==> src/rtl/f2i_pkg.sv <==
// Package: shared encodings for the float-to-integer converter.
// Assumes: rounding mode codes as listed in the brief.
package f2i_pkg;

    typedef enum logic [1:0] {
        RM_NEAREST = 2'b00,
        RM_PLUS    = 2'b01,
        RM_MINUS   = 2'b10,
        RM_ZERO    = 2'b11
    } rmode_e;

    typedef enum logic [1:0] {
        CAT_SMALL = 2'b00,
        CAT_MID   = 2'b01,
        CAT_BIG   = 2'b10
    } mag_cat_e;

endpackage

==> src/rtl/f2i_decode.sv <==
// f2i_decode: splits the packed operand into fields, classifies its
// magnitude band, builds the left-justified significand and the shift
// count, and resolves the effective sign and rounding mode.
// Assumes: INT_W >= MAN_W + 2; the shift count is only meaningful in the
// middle band, where it lies between 0 and INT_W.
module f2i_decode
    import f2i_pkg::*;
#(
    parameter int EXP_W = 8,
    parameter int MAN_W = 23,
    parameter int INT_W = 32,
    localparam int FW   = 1 + EXP_W + MAN_W,
    localparam int SH_W = $clog2(INT_W + 1)
) (
    input  logic [FW-1:0]    in_value,
    input  logic             is_signed,
    input  logic             trunc_force,
    input  logic [1:0]       rnd_mode,
    output logic             sign_eff,
    output logic [INT_W-1:0] sig_top,
    output logic [SH_W-1:0]  shift_amt,
    output mag_cat_e         cat,
    output logic             nonzero,
    output logic             denorm,
    output rmode_e           mode_eff
);
    localparam int BIAS     = (1 << (EXP_W - 1)) - 1;
    localparam int SAT_EXP  = BIAS + INT_W;
    localparam int HALF_EXP = BIAS - 1;
    localparam int TOP_EXP  = BIAS + INT_W - 1;
    localparam int PAD_W    = INT_W - 1 - MAN_W;

    logic             sgn;
    logic [EXP_W-1:0] exp_f;
    logic [MAN_W-1:0] man_f;
    logic [EXP_W:0]   exp_x;
    logic             hidden;
    logic             is_nan;

    // Field split and operand class.
    always_comb begin
        sgn    = in_value[FW-1];
        exp_f  = in_value[FW-2 -: EXP_W];
        man_f  = in_value[MAN_W-1:0];
        exp_x  = {1'b0, exp_f};
        hidden = |exp_f;
        is_nan = (&exp_f) & (|man_f);
    end

    // Sign: an unsigned conversion drops the sign of a NaN first.
    assign sign_eff = sgn & ~(is_nan & ~is_signed);

    // Significand with hidden one at the top bit, i.e. already doubled.
    assign sig_top = {hidden, man_f, {PAD_W{1'b0}}};

    // Right-shift count; modulo arithmetic is exact inside the middle band.
    assign shift_amt = SH_W'(TOP_EXP) - exp_f[SH_W-1:0];

    // Magnitude band from the biased exponent.
    always_comb begin
        if (exp_x >= (EXP_W+1)'(SAT_EXP))       cat = CAT_BIG;
        else if (exp_x >= (EXP_W+1)'(HALF_EXP)) cat = CAT_MID;
        else                                    cat = CAT_SMALL;
    end

    assign nonzero  = |in_value[FW-2:0];
    assign denorm   = ~hidden & (|man_f);
    assign mode_eff = trunc_force ? RM_ZERO : rmode_e'(rnd_mode);

endmodule

==> src/rtl/f2i_round.sv <==
// f2i_round: aligns the significand into an integer part and a fraction
// word, forms the mode-dependent increment and applies the carry.
// Assumes: shift_amt in 0..INT_W; a carry into an all-ones integer part is
// reported instead of wrapping.
module f2i_round
    import f2i_pkg::*;
#(
    parameter int INT_W = 32,
    localparam int SH_W = $clog2(INT_W + 1)
) (
    input  logic [INT_W-1:0] sig_top,
    input  logic [SH_W-1:0]  shift_amt,
    input  rmode_e           mode,
    input  logic             sign,
    output logic [INT_W-1:0] int_rnd,
    output logic             sat_carry,
    output logic             rem_nz
);
    localparam logic [INT_W-1:0] HALF_W = {1'b1, {(INT_W-1){1'b0}}};

    logic [2*INT_W-1:0] wide;
    logic [INT_W-1:0]   int_part;
    logic [INT_W-1:0]   frac;
    logic [INT_W-1:0]   incr;
    logic [INT_W-1:0]   fsum;
    logic               carry;

    // Alignment: upper half integer part, lower half discarded fraction.
    always_comb begin
        wide     = {sig_top, {INT_W{1'b0}}} >> shift_amt;
        int_part = wide[2*INT_W-1:INT_W];
        frac     = wide[INT_W-1:0];
    end

    // Increment selection per rounding mode.
    always_comb begin
        unique case (mode)
            RM_NEAREST: incr = int_part[0] ? HALF_W : HALF_W - 1'b1;
            RM_PLUS:    incr = sign ? '0 : '1;
            RM_MINUS:   incr = sign ? '1 : '0;
            default:    incr = '0;
        endcase
    end

    // Carry detection out of the fraction word.
    always_comb begin
        fsum  = frac + incr;
        carry = fsum < frac;
    end

    // Apply the carry unless the integer part is already full.
    always_comb begin
        sat_carry = carry & (&int_part);
        int_rnd   = (carry & ~(&int_part)) ? int_part + 1'b1 : int_part;
        rem_nz    = |frac;
    end

endmodule

==> src/rtl/f2i_finish.sv <==
// f2i_finish: chooses the final integer and flags per magnitude band,
// applying the signed or unsigned clamp rules and the sign.
// Assumes: int_rnd, sat_carry and rem_nz are only meaningful in the middle band.
module f2i_finish
    import f2i_pkg::*;
#(
    parameter int INT_W = 32
) (
    input  mag_cat_e         cat,
    input  logic             sign,
    input  logic             is_signed,
    input  logic             nonzero,
    input  logic             denorm,
    input  rmode_e           mode,
    input  logic [INT_W-1:0] int_rnd,
    input  logic             sat_carry,
    input  logic             rem_nz,
    output logic [INT_W-1:0] result,
    output logic             inv,
    output logic             inx,
    output logic             den
);
    localparam logic [INT_W-1:0] MAX_POS = {1'b0, {(INT_W-1){1'b1}}};
    localparam logic [INT_W-1:0] MIN_MAG = {1'b1, {(INT_W-1){1'b0}}};

    logic [INT_W-1:0] lim;
    logic [INT_W-1:0] mag;

    // Band-wise selection of result and flags.
    always_comb begin
        result = '0;
        inv    = 1'b0;
        inx    = 1'b0;
        den    = denorm;
        lim    = sign ? MIN_MAG : MAX_POS;
        mag    = int_rnd;
        unique case (cat)
            CAT_BIG: begin
                den = 1'b0;
                inv = 1'b1;
                if (is_signed) result = sign ? MIN_MAG : MAX_POS;
                else           result = sign ? '0 : '1;
            end
            CAT_MID: begin
                if (!is_signed) begin
                    result = int_rnd;
                    inv    = sat_carry;
                    if (sign && (int_rnd != '0)) begin
                        result = '0;
                        inv    = 1'b1;
                    end else if (rem_nz) begin
                        inx = 1'b1;
                    end
                end else begin
                    if (mag > lim) begin
                        mag = lim;
                        inv = 1'b1;
                    end else if (rem_nz) begin
                        inx = 1'b1;
                    end
                    result = sign ? (~mag + 1'b1) : mag;
                end
            end
            default: begin
                if (nonzero) begin
                    inx = 1'b1;
                    if (mode == RM_PLUS && !sign) begin
                        result = {{(INT_W-1){1'b0}}, 1'b1};
                    end else if (mode == RM_MINUS && sign) begin
                        if (is_signed) result = '1;
                        else           inv    = 1'b1;
                    end
                end
            end
        endcase
    end

endmodule

==> src/rtl/f2i_convert.sv <==
// f2i_convert: packed single-precision to signed/unsigned integer
// converter with one register stage on the valid strobe.
// Assumes: inputs are stable around the capturing edge; reset is
// synchronous and active low.
module f2i_convert
    import f2i_pkg::*;
#(
    parameter int EXP_W = 8,
    parameter int MAN_W = 23,
    parameter int INT_W = 32,
    localparam int FW   = 1 + EXP_W + MAN_W,
    localparam int SH_W = $clog2(INT_W + 1)
) (
    input  logic             clk,
    input  logic             rst_n,
    input  logic             in_valid,
    input  logic [FW-1:0]    in_value,
    input  logic             is_signed,
    input  logic             trunc_force,
    input  logic [1:0]       rnd_mode,
    output logic             out_valid,
    output logic [INT_W-1:0] out_int,
    output logic             flag_invalid,
    output logic             flag_inexact,
    output logic             flag_denorm
);
    logic             sign_eff;
    logic [INT_W-1:0] sig_top;
    logic [SH_W-1:0]  shift_amt;
    mag_cat_e         cat;
    logic             nonzero;
    logic             denorm;
    rmode_e           mode_eff;
    logic [INT_W-1:0] int_rnd;
    logic             sat_carry;
    logic             rem_nz;
    logic [INT_W-1:0] res_c;
    logic             inv_c;
    logic             inx_c;
    logic             den_c;

    f2i_decode #(.EXP_W(EXP_W), .MAN_W(MAN_W), .INT_W(INT_W)) u_decode (
        .in_value    (in_value),
        .is_signed   (is_signed),
        .trunc_force (trunc_force),
        .rnd_mode    (rnd_mode),
        .sign_eff    (sign_eff),
        .sig_top     (sig_top),
        .shift_amt   (shift_amt),
        .cat         (cat),
        .nonzero     (nonzero),
        .denorm      (denorm),
        .mode_eff    (mode_eff)
    );

    f2i_round #(.INT_W(INT_W)) u_round (
        .sig_top   (sig_top),
        .shift_amt (shift_amt),
        .mode      (mode_eff),
        .sign      (sign_eff),
        .int_rnd   (int_rnd),
        .sat_carry (sat_carry),
        .rem_nz    (rem_nz)
    );

    f2i_finish #(.INT_W(INT_W)) u_finish (
        .cat       (cat),
        .sign      (sign_eff),
        .is_signed (is_signed),
        .nonzero   (nonzero),
        .denorm    (denorm),
        .mode      (mode_eff),
        .int_rnd   (int_rnd),
        .sat_carry (sat_carry),
        .rem_nz    (rem_nz),
        .result    (res_c),
        .inv       (inv_c),
        .inx       (inx_c),
        .den       (den_c)
    );

    // Output stage: capture on the strobe, hold otherwise.
    always_ff @(posedge clk) begin
        if (!rst_n) begin
            out_valid    <= 1'b0;
            out_int      <= '0;
            flag_invalid <= 1'b0;
            flag_inexact <= 1'b0;
            flag_denorm  <= 1'b0;
        end else begin
            out_valid <= in_valid;
            if (in_valid) begin
                out_int      <= res_c;
                flag_invalid <= inv_c;
                flag_inexact <= inx_c;
                flag_denorm  <= den_c;
            end
        end
    end

endmodule

==> config.mk <==
export PLATFORM = sky130hd
export DESIGN_NAME = f2i_convert
export DESIGN_NICKNAME = d
export VERILOG_FILES = /design/src/rtl/f2i_pkg.sv /design/src/rtl/f2i_decode.sv /design/src/rtl/f2i_round.sv /design/src/rtl/f2i_finish.sv /design/src/rtl/f2i_convert.sv
export SDC_FILE = /design/constraint.sdc
export NUM_CORES = 1
export LEC_CHECK = 0
export BUFFER_PORTS_ARGS = -buffer_cell sky130_fd_sc_hd__buf_2
export CELL_PAD_IN_SITES_DETAIL_PLACEMENT = 0
export CELL_PAD_IN_SITES_GLOBAL_PLACEMENT = 1
export CORE_MARGIN = 8
export CORE_UTILIZATION = 45
export DETAILED_ROUTE_END_ITERATION = 10
export PLACE_DENSITY = 0.8
export SKIP_CTS_REPAIR_TIMING = 1
export SLEW_MARGIN = 20
export SYNTH_ARGS = -nofsm -noshare
export SYNTH_HDL_FRONTEND = slang
export SYNTH_SLANG_ARGS = --single-unit
==> constraint.sdc <==
create_clock -name clk -period 19.5 [get_ports clk]
set_clock_uncertainty 0.2 [all_clocks]
set_input_delay 2.925 -clock clk [delete_from_list [all_inputs] [get_ports clk]]
set_output_delay 2.925 -clock clk [all_outputs]
set_load 0.02 [all_outputs]
==> results of run 1 <==
==> cells by family after synthesis <==
family	after synthesis
AND/OR/NAND/NOR	538
AO/OA/AOI/OAI	443
buffers and inverters	136
adder cells (fa/ha/maj)	101
multiplexers	57
XOR/XNOR	51
flip-flops	36
==> through the flow <==
step	std cells	hold slack, ns	instance area, um2	power (uW)	util [%]
floorplan	1362	0.347	9800	436	-
global placement	1669	0.267	10400	562	47.9
detailed placement	1669	0.274	10400	563	47.9
CTS	1677	0.285	10500	658	48.7
global route	1678	0.298	10500	718	48.7
finish	1678	0.282	10500	667	48.7
==> cell usage after synthesis, drive strengths merged (24+ instances only) <==
master / count
nor4: 30
dfxtp: 36
nor3: 41
a21oi: 94
ha: 100
nand4: 33
buf: 29
nand3: 31
nor2: 157
o21ai: 78
xnor2: 37
a21o: 29
clkbuf: 42
o211ai: 24
a31oi: 29
inv: 63
nand2: 124
==> cell type report <==
type / instances / share of cell area, %
Clock inverter: 3 / 0.404
Inverter: 64 / 2.28
Tap cell: 280 / 3.33
Timing Repair Buffer: 100 / 5.34
Sequential cell: 36 / 6.84
Clock buffer: 5 / 1.19
Multi-Input combinational cell: 1190 / 80.6
==> state kept, by name, indices dropped and copies added, names as in the netlist <==
name / count
flag_denorm: 1
flag_inexact: 1
flag_invalid: 1
out_int: 32
out_valid: 1
==> critical path, delay by kind of cell <==
| kind | cells | cell delay, ns |
|---|---|---|
| simple gates | 13 | 3.67 |
| xor+xnor | 2 | 0.47 |
| buf+inv | 4 | 1.51 |
| compound gates | 28 | 6.41 |
| mux | 2 | 0.77 |
| fa+ha+maj | 5 | 1.98 |
==> where the power goes <==
part	total [uW]	internal, uW	switching, uW	leakage, uW
logic	494	182	312	0.00414
registers	81.2	78.7	2.49	0.000296
clock network	92.6	60.1	32.5	0.0000798
==> routing by layer <==
layer | GRT usage, % | vias up
met2 | 44.0 | 555
met4 | 14.5 | 0
met5 | 0 | -
met1 | 35.1 | 5183
li1 | - | 5307
met3 | 2.67 | 133
==> final timing paths <==
kind	startpoint	end	slack (ns)	depth (start not counted)
setup / recovery	in_value[23]	out_int[26]	1.67	54
hold / removal	flag_denorm	flag_denorm	0.28	2
hold reg to reg	flag_denorm	flag_denorm	0.28	2
setup reg to reg	out_int[26]	out_int[26]	18.25	2
==> impl_metrics.sql, run 1 <==
INSERT INTO impl_metrics (metric_group, metric, value, unit) VALUES
('detailed_routing', 'met2RoutedLength', '16700', 'um'),
('finish', 'diodes', '0', ''),
('worst_setup_path', 'worst_path_most_repeated_cell', 'sky130_fd_sc_hd__a21o_1', ''),
('sta', 'finalSetupViolations', '0', ''),
('detailed_routing', 'drt_iter0_drc', '1120', ''),
('logic_synthesis', 'yosys.area.top_type_share', '12.8', '%'),
('clock_tree', 'worstSkewPairLatency', '0.28', 'ns'),
('place', 'dp_hpwl', '29600', 'um'),
('logic_synthesis', 'synth_top_flop_cell', 'sky130_fd_sc_hd__dfxtp_1', ''),
('power_and_ir_drop', 'power-per-cell-area', '63.3', 'nW/um2'),
('detailed_routing', 'topRoutingLayerUsed', 'met4', ''),
('floorplanning', 'i_o_pin_count', '75', ''),
('logic_synthesis', 'post_synth.cell_area_avg', '7.20', 'um2'),
('run', 'max-cap-violations', '0', ''),
('clock_tree', 'cts_made_buffers', '5', ''),
('finish', 'most_common_cell_after_layout_fill_and_taps_aside', 'sky130_fd_sc_hd__nor2_1', ''),
('worst_setup_path', 'class_of_the_most_critical_setup_path', 'primary input to flop', ''),
('floorplanning', 'row_count', '54', ''),
('logic_synthesis', 'mux_cell_area_share_after_synthesis', '9.04', '%'),
('worst_setup_path', 'crit_path_max_fanout', '39', ''),
('min_path', 'min-delay-path-class', 'flop to flop', ''),
('power_and_ir_drop', 'p_leak', '0.00452', 'uW'),
('worst_setup_path', 'critical_path.slowest_cell', 'sky130_fd_sc_hd__ha_2', ''),
('detailed_routing', 'avgViaCountPerCell', '6.66', ''),
('global_routing', 'grt_start_max_net_pins', '41', ''),
('sta', 'final_worst_setup_slack', '1.67', 'ns'),
('logic_synthesis', 'synth_top_cells_by_area', 'sky130_fd_sc_hd__ha_1, sky130_fd_sc_hd__dfxtp_1, sky130_fd_sc_hd__nor2_1', ''),
('detailed_routing', 'post-route-drc-count', '0', ''),
('sta', 'relSlewSlack', '26.3', '%'),
('global_routing', 'grt_antenna_before_repair', '0', ''),
('finish', 'layout_common_cells', 'sky130_fd_sc_hd__nor2_1, sky130_fd_sc_hd__nand2_1, sky130_fd_sc_hd__ha_1, sky130_fd_sc_hd__a21oi_1, sky130_fd_sc_hd__buf_2', ''),
('detailed_routing', 'wirelength_met1', '15900', 'um'),
('clock_tree', 'h-tree-depth', '2', ''),
('outcome', 'status', 'complete, no violations', ''),
('logic_synthesis', 'post_synth_top_area_cell', 'sky130_fd_sc_hd__ha_1', ''),
('logic_synthesis', 'synth.cell_area', '9800', 'um2'),
('logic_synthesis', 'synth.yosys.seq_area_share', '7.35', '%'),
('global_routing', 'grt_overflow_total', '0', ''),
('worst_setup_path', 'cp_data_required_time', '19.44', 'ns'),
('finish', 'synthToLayoutAreaGrowth', '7.48', '%'),
('logic_synthesis', 'postSynthCellCount', '1362', ''),
('logic_synthesis', 'synth_compound_gate_area_share', '31.0', '%'),
('worst_setup_path', 'crit_arrival', '17.77', 'ns'),
('finish', 'finalNetCount', '1537', ''),
('global_routing', 'grt.total_usage', '27.2', '%'),
('sta', 'worst_pin_slew', '1.10', 'ns'),
('power_and_ir_drop', 'vdd_drop_max', '0.0451', 'mV'),
('place', 'dp_slack', '1.37', 'ns'),
('logic_synthesis', 'synthXorXnorAreaFrac', '4.90', '%'),
('clock_tree', 'clock_sink_count', '36', ''),
('place', 'io_buffer_count', '74', ''),
('floorplanning', 'dieHeight', '164', 'um'),
('logic_synthesis', 'ys_types', '105', ''),
('clock_tree', 'root_driver', 'sky130_fd_sc_hd__clkbuf_16', ''),
('logic_synthesis', 'synth_edf_count', '0', ''),
('sta', 'min_period', '17.83', 'ns'),
('clock_tree', 'clk_transition_reported_paths', '0.06', 'ns'),
('detailed_routing', 'drt_first_pass_iters', '7', ''),
('floorplanning', 'die_w', '164', 'um'),
('sta', 'timing.final.crit_share', '91.5', '%'),
('sta', 'maximum_operating_frequency', '56.1', 'MHz'),
('detailed_routing', 'routed-via-count', '11178', ''),
('logic_synthesis', 'synth_simple_gate_area_share', '28.3', '%'),
('worst_setup_path', 'category_of_the_worst_setup_path_capture_point', 'flop', ''),
('clock_tree', 'clock_tree.buffer_depth', '2', ''),
('detailed_routing', 'route.detailed.wl_per_inst', '22.2', 'um'),
('worst_setup_path', 'timing.critical_path.from_type', 'primary input', ''),
('logic_synthesis', 'yosys_register_bits', '36', ''),
('worst_setup_path', 'crit_path_max_incr_delay', '0.82', 'ns'),
('clock_tree', 'tritoncts', 'built', ''),
('global_routing', 'vias_in_the_first_global_route', '10618', '');
Note: power is estimated with default switching activity, not from simulation.
==> inputs of run 2 (changes only) <==
--- a/config.mk
+++ b/config.mk
@@ -10,6 +10,7 @@
 export CELL_PAD_IN_SITES_GLOBAL_PLACEMENT = 1
 export CORE_MARGIN = 8
 export CORE_UTILIZATION = 45
+export CTS_BUF_LIST = sky130_fd_sc_hd__clkbuf_2
 export DETAILED_ROUTE_END_ITERATION = 10
 export PLACE_DENSITY = 0.8
 export SKIP_CTS_REPAIR_TIMING = 1
==> run 2 against run 1 <==
- power decreased by 6.4%
- worst setup slack improved by 0.16 ns
- combinational power about the same
- routed wire length about the same
- utilization decreased by 0.46 points
- critical path depth unchanged
- largest power group unchanged
- die area unchanged
- maximum frequency increased by 0.88%
- flip-flop and latch count unchanged
==> impl_metrics.sql, run 2 (same netlist as run 1, synthesis figures left out) <==
INSERT INTO impl_metrics (metric_group, metric, value, unit) VALUES
('outcome', 'status', 'complete, no violations', ''),
('power_and_ir_drop', 'p_int', '282', 'uW'),
('place', 'dp_hpwl', '29600', 'um'),
('sta', 'min_period', '17.68', 'ns'),
('finish', 'most_common_cell_after_layout_fill_and_taps_aside', 'sky130_fd_sc_hd__nor2_1', ''),
('worst_setup_path', 'category_of_the_worst_setup_path_capture_point', 'flop', ''),
('global_routing', 'grt_first_pass_wirelength', '59100', 'um'),
('sta', 'finalHoldViolCount', '0', ''),
('worst_setup_path', 'crit_arrival', '17.81', 'ns'),
('sta', 'worst_pin_slew', '1.15', 'ns'),
('clock_tree', 'clock_sink_count', '36', ''),
('power_and_ir_drop', 'p_leak', '0.00448', 'uW'),
('clock_tree', 'h-tree-depth', '2', ''),
('detailed_routing', 'routed_wirelength', '37200', 'um'),
('sta', 'final.setup.tns', '0', 'ns'),
('detailed_routing', 'avgViaCountPerCell', '6.69', ''),
('clock_tree', 'clock_tree.buffer_depth', '2', ''),
('floorplanning', 'dieHeight', '164', 'um'),
('sta', 'timing.final.crit_share', '90.7', '%'),
('power_and_ir_drop', 'fin_total_pwr', '625', 'uW'),
('finish', 'synthToLayoutAreaGrowth', '6.46', '%'),
('place', 'place.gp.congestion', '0.982', ''),
('run', 'max-cap-violations', '0', ''),
('power_and_ir_drop', 'power.combinational.fraction', '78.9', '%'),
('clock_tree', 'root_driver', 'sky130_fd_sc_hd__clkbuf_2', ''),
('worst_setup_path', 'rrSetupSlack', '18.21', 'ns'),
('floorplanning', 'die_w', '164', 'um'),
('floorplanning', 'start_util', '45.3', '%'),
('sta', 'finalSetupViolations', '0', ''),
('worst_setup_path', 'worst_path_most_repeated_cell', 'sky130_fd_sc_hd__a21o_1', ''),
('place', 'io_buffer_count', '74', ''),
('power_and_ir_drop', 'vdd_drop_max', '0.0260', 'mV'),
('clock_tree', 'cts_made_buffers', '5', ''),
('floorplanning', 'i_o_pin_count', '75', ''),
('detailed_routing', 'drt_iter0_drc', '1140', ''),
('detailed_routing', 'postRouteAntennaNets', '0', ''),
('detailed_routing', 'drt_first_pass_iters', '6', ''),
('worst_setup_path', 'class_of_the_most_critical_setup_path', 'primary input to flop', ''),
('clock_tree', 'worstSkewPairLatency', '0.42', 'ns'),
('worst_setup_path', 'critical_path.reg2reg.endpoint', 'out_int[26]', ''),
('floorplanning', 'row_count', '54', ''),
('worst_setup_path', 'cp_data_required_time', '19.63', 'ns'),
('power_and_ir_drop', 'power-per-cell-area', '59.9', 'nW/um2'),
('detailed_routing', 'route.detailed.wl_per_inst', '22.2', 'um'),
('min_path', 'min-delay-path-class', 'flop to flop', ''),
('floorplanning', 'placeableCoreArea', '21600', 'um2'),
('worst_setup_path', 'crit_path_max_fanout', '39', ''),
('global_routing', 'grt_antenna_before_repair', '0', ''),
('power_and_ir_drop', 'p_sw_share', '54.8', '%'),
('global_routing', 'vias_in_the_first_global_route', '10576', ''),
('global_routing', 'grt.total_usage', '27.1', '%'),
('global_routing', 'grt_overflow_total', '0', ''),
('worst_setup_path', 'r2r_cells', '2', ''),
('sta', 'maximum_operating_frequency', '56.6', 'MHz'),
('worst_setup_path', 'crit_path_end', 'out_int[26]', ''),
('power_and_ir_drop', 'clock_power_share', '8.1', '%'),
('sta', 'rsz0062_at_grt', 'no', ''),
('finish', 'largest_register_ffs', '32', ''),
('worst_setup_path', 'critical_path_source', 'in_value[23]', ''),
('clock_tree', 'clk_transition_reported_paths', '0.22', 'ns'),
('finish', 'diodes', '0', ''),
('min_path', 'min_delay_path_depth', '2', ''),
('finish', 'layout_common_cells', 'sky130_fd_sc_hd__nor2_1, sky130_fd_sc_hd__nand2_1, sky130_fd_sc_hd__ha_1, sky130_fd_sc_hd__a21oi_1, sky130_fd_sc_hd__buf_2', ''),
('clock_tree', 'tritoncts', 'built', ''),
('finish', 'largest_register', 'out_int', ''),
('finish', 'drive_gt1_share', '13.7', '%'),
('sta', 'relSlewSlack', '22.9', '%'),
('worst_setup_path', 'crit_path_max_incr_delay', '0.81', 'ns'),
('worst_setup_path', 'timing.critical_path.from_type', 'primary input', ''),
('detailed_routing', 'post-route-drc-count', '0', ''),
('finish', 'finalNetCount', '1537', ''),
('worst_setup_path', 'rr_startpoint', 'out_int[26]', ''),
('power_and_ir_drop', 'p_sw', '343', 'uW'),
('sta', 'max_slew_violation_count', '0', ''),
('floorplanning', 'die_footprint', '26800', 'um2'),
('power_and_ir_drop', 'share_seq_of_total_power', '13.0', '%'),
('worst_setup_path', 'critical_path.slowest_cell', 'sky130_fd_sc_hd__ha_2', ''),
('global_routing', 'grt_start_max_net_pins', '41', ''),
('detailed_routing', 'routed-via-count', '11222', '');
[run 2: cell counts in the layout (fill, tap and decap cells not counted)]
No cell type changed its count.
[run 2: worst min path at each step]
stage	endpoint	from
finish	out_int[13]	out_int[13]
CTS	out_int[15]	out_int[15]
global route	flag_denorm	flag_denorm
floorplan	out_int[13]	out_int[13]
detailed placement	out_int[13]	out_int[13]
global placement	out_int[13]	out_int[13]
[run 2: worst max-delay path: cells and delay by family]
kind / cells / cell delay [ns]
AOI/OAI and AO/OA: 28 / 6.43
adders and majority gates: 5 / 1.97
and+or+nand+nor: 13 / 3.68
buffers and inverters: 4 / 1.52
xor gates and xnor gates: 2 / 0.47
muxes: 2 / 0.77
[run 2: routing by layer]
layer / share of wire, % / track usage [%]
met4: 4.8 / 13.1
met1: 43 / 35.5
met5: 0 / 0
met3: 6.6 / 2.27
met2: 46 / 44.4
[run 2: cell type report]
type / count / area (um2)
fillers: 2298 / 11200
multi-input cells: 1190 / 8490
flip-flops and latches: 36 / 721
repair buffers: 100 / 563
clock buffers: 5 / 25.0
clock inverters: 3 / 42.5
well taps: 280 / 350
inverters: 64 / 240
[run 2: power groups by stage]
stage                     Combinational (uW)  Clock (uW)  Sequential, uW
after floorplan                          347           0            88.8
after global placement                   479           0            82.6
after detailed placement                 480           0            82.8
after CTS                                483        51.8            81.3
after global routing                     540        53.6            81.9
final                                    493        50.4            81.3
[run 2: per-stage QoR]
stage	instances	util [%]	worst slack [ns]	hold slack [ns]	instance area (um2)
after floorplan	1362	-	3.34	0.347	9800
after detailed placement	1669	47.9	1.37	0.274	10400
after CTS	1677	48.2	1.83	0.300	10400
after global placement	1669	47.9	1.73	0.267	10400
after global routing	1678	48.3	0.785	0.314	10400
final	1678	48.3	1.82	0.295	10400
==> inputs of run 3 (changes only) <==
--- a/config.mk
+++ b/config.mk
@@ -8,7 +8,7 @@
 export BUFFER_PORTS_ARGS = -buffer_cell sky130_fd_sc_hd__buf_2
 export CELL_PAD_IN_SITES_DETAIL_PLACEMENT = 0
 export CELL_PAD_IN_SITES_GLOBAL_PLACEMENT = 1
-export CORE_MARGIN = 8
+export CORE_MARGIN = 4
 export CORE_UTILIZATION = 45
 export CTS_BUF_LIST = sky130_fd_sc_hd__clkbuf_2
 export DETAILED_ROUTE_END_ITERATION = 10
==> run 3 against run 2 <==
- non-clock buffer count grew 3
- largest power group unchanged
- maximum frequency up 2.3%
- routed wire length down 0.74%
- global-route usage is 2.3 points higher
- critical path depth is the same
- critical path type unchanged
- combinational power is essentially flat
- highest routed layer unchanged
- design area shrank 0.12%
- clock-buffer cell count up 1
- power fell by 2.5%
==> impl_metrics.sql, run 3 (same netlist as run 1, synthesis figures left out) <==
INSERT INTO impl_metrics (metric_group, metric, value, unit) VALUES
('worst_setup_path', 'r2r_cells', '2', ''),
('place', 'dp_slack', '2.07', 'ns'),
('worst_setup_path', 'class_of_the_most_critical_setup_path', 'primary input to flop', ''),
('detailed_routing', 'drt_iter0_drc', '1041', ''),
('clock_tree', 'cts_made_buffers', '5', ''),
('finish', 'largest_register_ffs', '32', ''),
('worst_setup_path', 'rr_startpoint', 'out_int[26]', ''),
('floorplanning', 'start_util', '46.2', '%'),
('worst_setup_path', 'crit_family', 'compound AO/OA/AOI/OAI gates', ''),
('worst_setup_path', 'crit_path_max_fanout', '38', ''),
('sta', 'worst_pin_slew', '0.994', 'ns'),
('floorplanning', 'die_footprint', '24200', 'um2'),
('sta', 'rsz0062_at_grt', 'no', ''),
('detailed_routing', 'avgViaCountPerCell', '6.68', ''),
('clock_tree', 'tritoncts', 'built', ''),
('finish', 'finish.utilization', '49.1', '%'),
('worst_setup_path', 'critical_path_source', 'in_value[23]', ''),
('worst_setup_path', 'critical_path.slowest_cell', 'sky130_fd_sc_hd__a221o_1', ''),
('clock_tree', 'worstSkewPairLatency', '0.42', 'ns'),
('sta', 'maximum_operating_frequency', '57.9', 'MHz'),
('worst_setup_path', 'cp.depth', '54', ''),
('worst_setup_path', 'category_of_the_worst_setup_path_capture_point', 'flop', ''),
('finish', 'layout_common_cells', 'sky130_fd_sc_hd__nor2_1, sky130_fd_sc_hd__nand2_1, sky130_fd_sc_hd__ha_1, sky130_fd_sc_hd__a21oi_1, sky130_fd_sc_hd__buf_2', ''),
('sta', 'relSlewSlack', '33.5', '%'),
('finish', 'drive_gt1_share', '13.7', '%'),
('worst_setup_path', 'crit_path_max_incr_delay', '0.56', 'ns'),
('run', 'max-cap-violations', '0', ''),
('floorplanning', 'die_w', '156', 'um'),
('clock_tree', 'clock_tree.buffer_depth', '2', ''),
('worst_setup_path', 'critical_path_buf_inv_count', '5', ''),
('sta', 'timing.final.crit_share', '88.6', '%'),
('place', 'place.gp.congestion', '0.981', ''),
('clock_tree', 'h-tree-depth', '2', ''),
('finish', 'finalNetCount', '1540', ''),
('detailed_routing', 'routed_wirelength', '36900', 'um'),
('clock_tree', 'clk_transition_reported_paths', '0.18', 'ns'),
('place', 'dp_hpwl', '29300', 'um'),
('min_path', 'min_delay_path_depth', '2', ''),
('global_routing', 'grt_first_pass_wirelength', '58200', 'um'),
('detailed_routing', 'post-route-drc-count', '0', ''),
('min_path', 'min-delay-path-class', 'flop to flop', ''),
('worst_setup_path', 'rrSetupSlack', '18.36', 'ns'),
('global_routing', 'grt_start_max_net_pins', '41', ''),
('power_and_ir_drop', 'vdd_drop_max', '0.0244', 'mV'),
('clock_tree', 'root_driver', 'sky130_fd_sc_hd__clkbuf_2', ''),
('finish', 'most_common_cell_after_layout_fill_and_taps_aside', 'sky130_fd_sc_hd__nor2_1', ''),
('worst_setup_path', 'cp_data_required_time', '19.58', 'ns'),
('global_routing', 'grt.total_usage', '29.5', '%'),
('sta', 'final.setup.tns', '0', 'ns'),
('sta', 'final_worst_setup_slack', '2.23', 'ns'),
('floorplanning', 'dieHeight', '156', 'um'),
('finish', 'n_fill_cell', '2205', ''),
('floorplanning', 'i_o_pin_count', '75', ''),
('finish', 'synthToLayoutAreaGrowth', '6.33', '%'),
('finish', 'largest_register', 'out_int', ''),
('place', 'io_buffer_count', '74', ''),
('global_routing', 'vias_in_the_first_global_route', '10668', ''),
('finish', 'diodes', '0', ''),
('clock_tree', 'clock_sink_count', '36', ''),
('sta', 'min_period', '17.27', 'ns'),
('detailed_routing', 'postRouteAntennaNets', '0', ''),
('sta', 'finalHoldViolCount', '0', ''),
('detailed_routing', 'route.detailed.wl_per_inst', '22.0', 'um'),
('power_and_ir_drop', 'power-per-cell-area', '58.4', 'nW/um2'),
('floorplanning', 'placeableCoreArea', '21200', 'um2'),
('worst_setup_path', 'critical_path.reg2reg.endpoint', 'out_int[26]', ''),
('worst_setup_path', 'crit_arrival', '17.36', 'ns'),
('global_routing', 'grt_antenna_before_repair', '0', ''),
('place', 'post_dp_cell_area', '10400', 'um2'),
('worst_setup_path', 'worst_path_most_repeated_cell', 'sky130_fd_sc_hd__a21o_1', ''),
('sta', 'finalSetupViolations', '0', ''),
('detailed_routing', 'drt_first_pass_iters', '6', ''),
('worst_setup_path', 'crit_path_end', 'out_int[26]', ''),
('worst_setup_path', 'timing.critical_path.from_type', 'primary input', ''),
('power_and_ir_drop', 'p_leak', '0.00448', 'uW'),
('outcome', 'status', 'complete, no violations', ''),
('sta', 'max_slew_violation_count', '0', ''),
('floorplanning', 'row_count', '53', ''),
('detailed_routing', 'routed-via-count', '11204', ''),
('finish', 'fin_area', '10400', 'um2'),
('global_routing', 'grt_overflow_total', '0', '');
-- run 3: changes by cell type in the layout (fill, tap and decap cells not counted), sizes merged --
| cell | previous run | this run |
|---|---|---|
| buf | 99 | 103 |
| bufinv | 1 | 0 |
-- run 3: per-layer routing --
| layer | routed length, um | share of wire (%) | vias up | global-route usage [%] |
|---|---|---|---|---|
| met3 | 2820 | 7.6 | 147 | 2.75 |
| met4 | 2340 | 6.3 | 0 | 15.5 |
| met5 | 0 | 0 | - | 0 |
| met2 | 16700 | 45 | 574 | 48.8 |
| li1 | - | - | 5316 | - |
| met1 | 15100 | 41 | 5167 | 38.1 |
-- run 3: power breakdown --
group	switching (uW)	internal, uW
logic	311	182
registers	2.39	78.7
clock network	26.2	8.94
-- run 3: worst min-delay path by stage --
stage	start	endpoint	slack, ns
after detailed placement	out_int[13]	out_int[13]	0.27
after floorplan	out_int[13]	out_int[13]	0.35
final	out_int[13]	out_int[13]	0.29
after CTS	out_int[13]	out_int[13]	0.29
after global routing	flag_denorm	flag_denorm	0.32
after global placement	out_int[13]	out_int[13]	0.26
-- run 3: final cells by class --
type | count | area, um2 | share of cell area (%)
tap | 275 | 344 | 3.30
timing repair buffer | 103 | 588 | 5.64
clock inverter | 2 | 11.3 | 0.108
multi-input combinational | 1190 | 8490 | 81.4
clock buffer | 6 | 30.0 | 0.288
inverter | 64 | 240 | 2.30
sequential | 36 | 721 | 6.91
-- run 3: worst min-delay path, stage by stage (launching register included) --
cell                      delay, ns
sky130_fd_sc_hd__dfxtp_1       0.35
sky130_fd_sc_hd__nor2_1        0.08
sky130_fd_sc_hd__nor3_1        0.05
-- run 3: metrics by stage --
step           power, uW  hold WS (ns)  std cells
6_report             609         0.289       1676
4_1_cts              600         0.293       1676
3_5_place_dp         562         0.266       1668
3_3_place_gp         561         0.262       1668
2_1_floorplan        436         0.347       1362
5_1_grt              662         0.320       1676
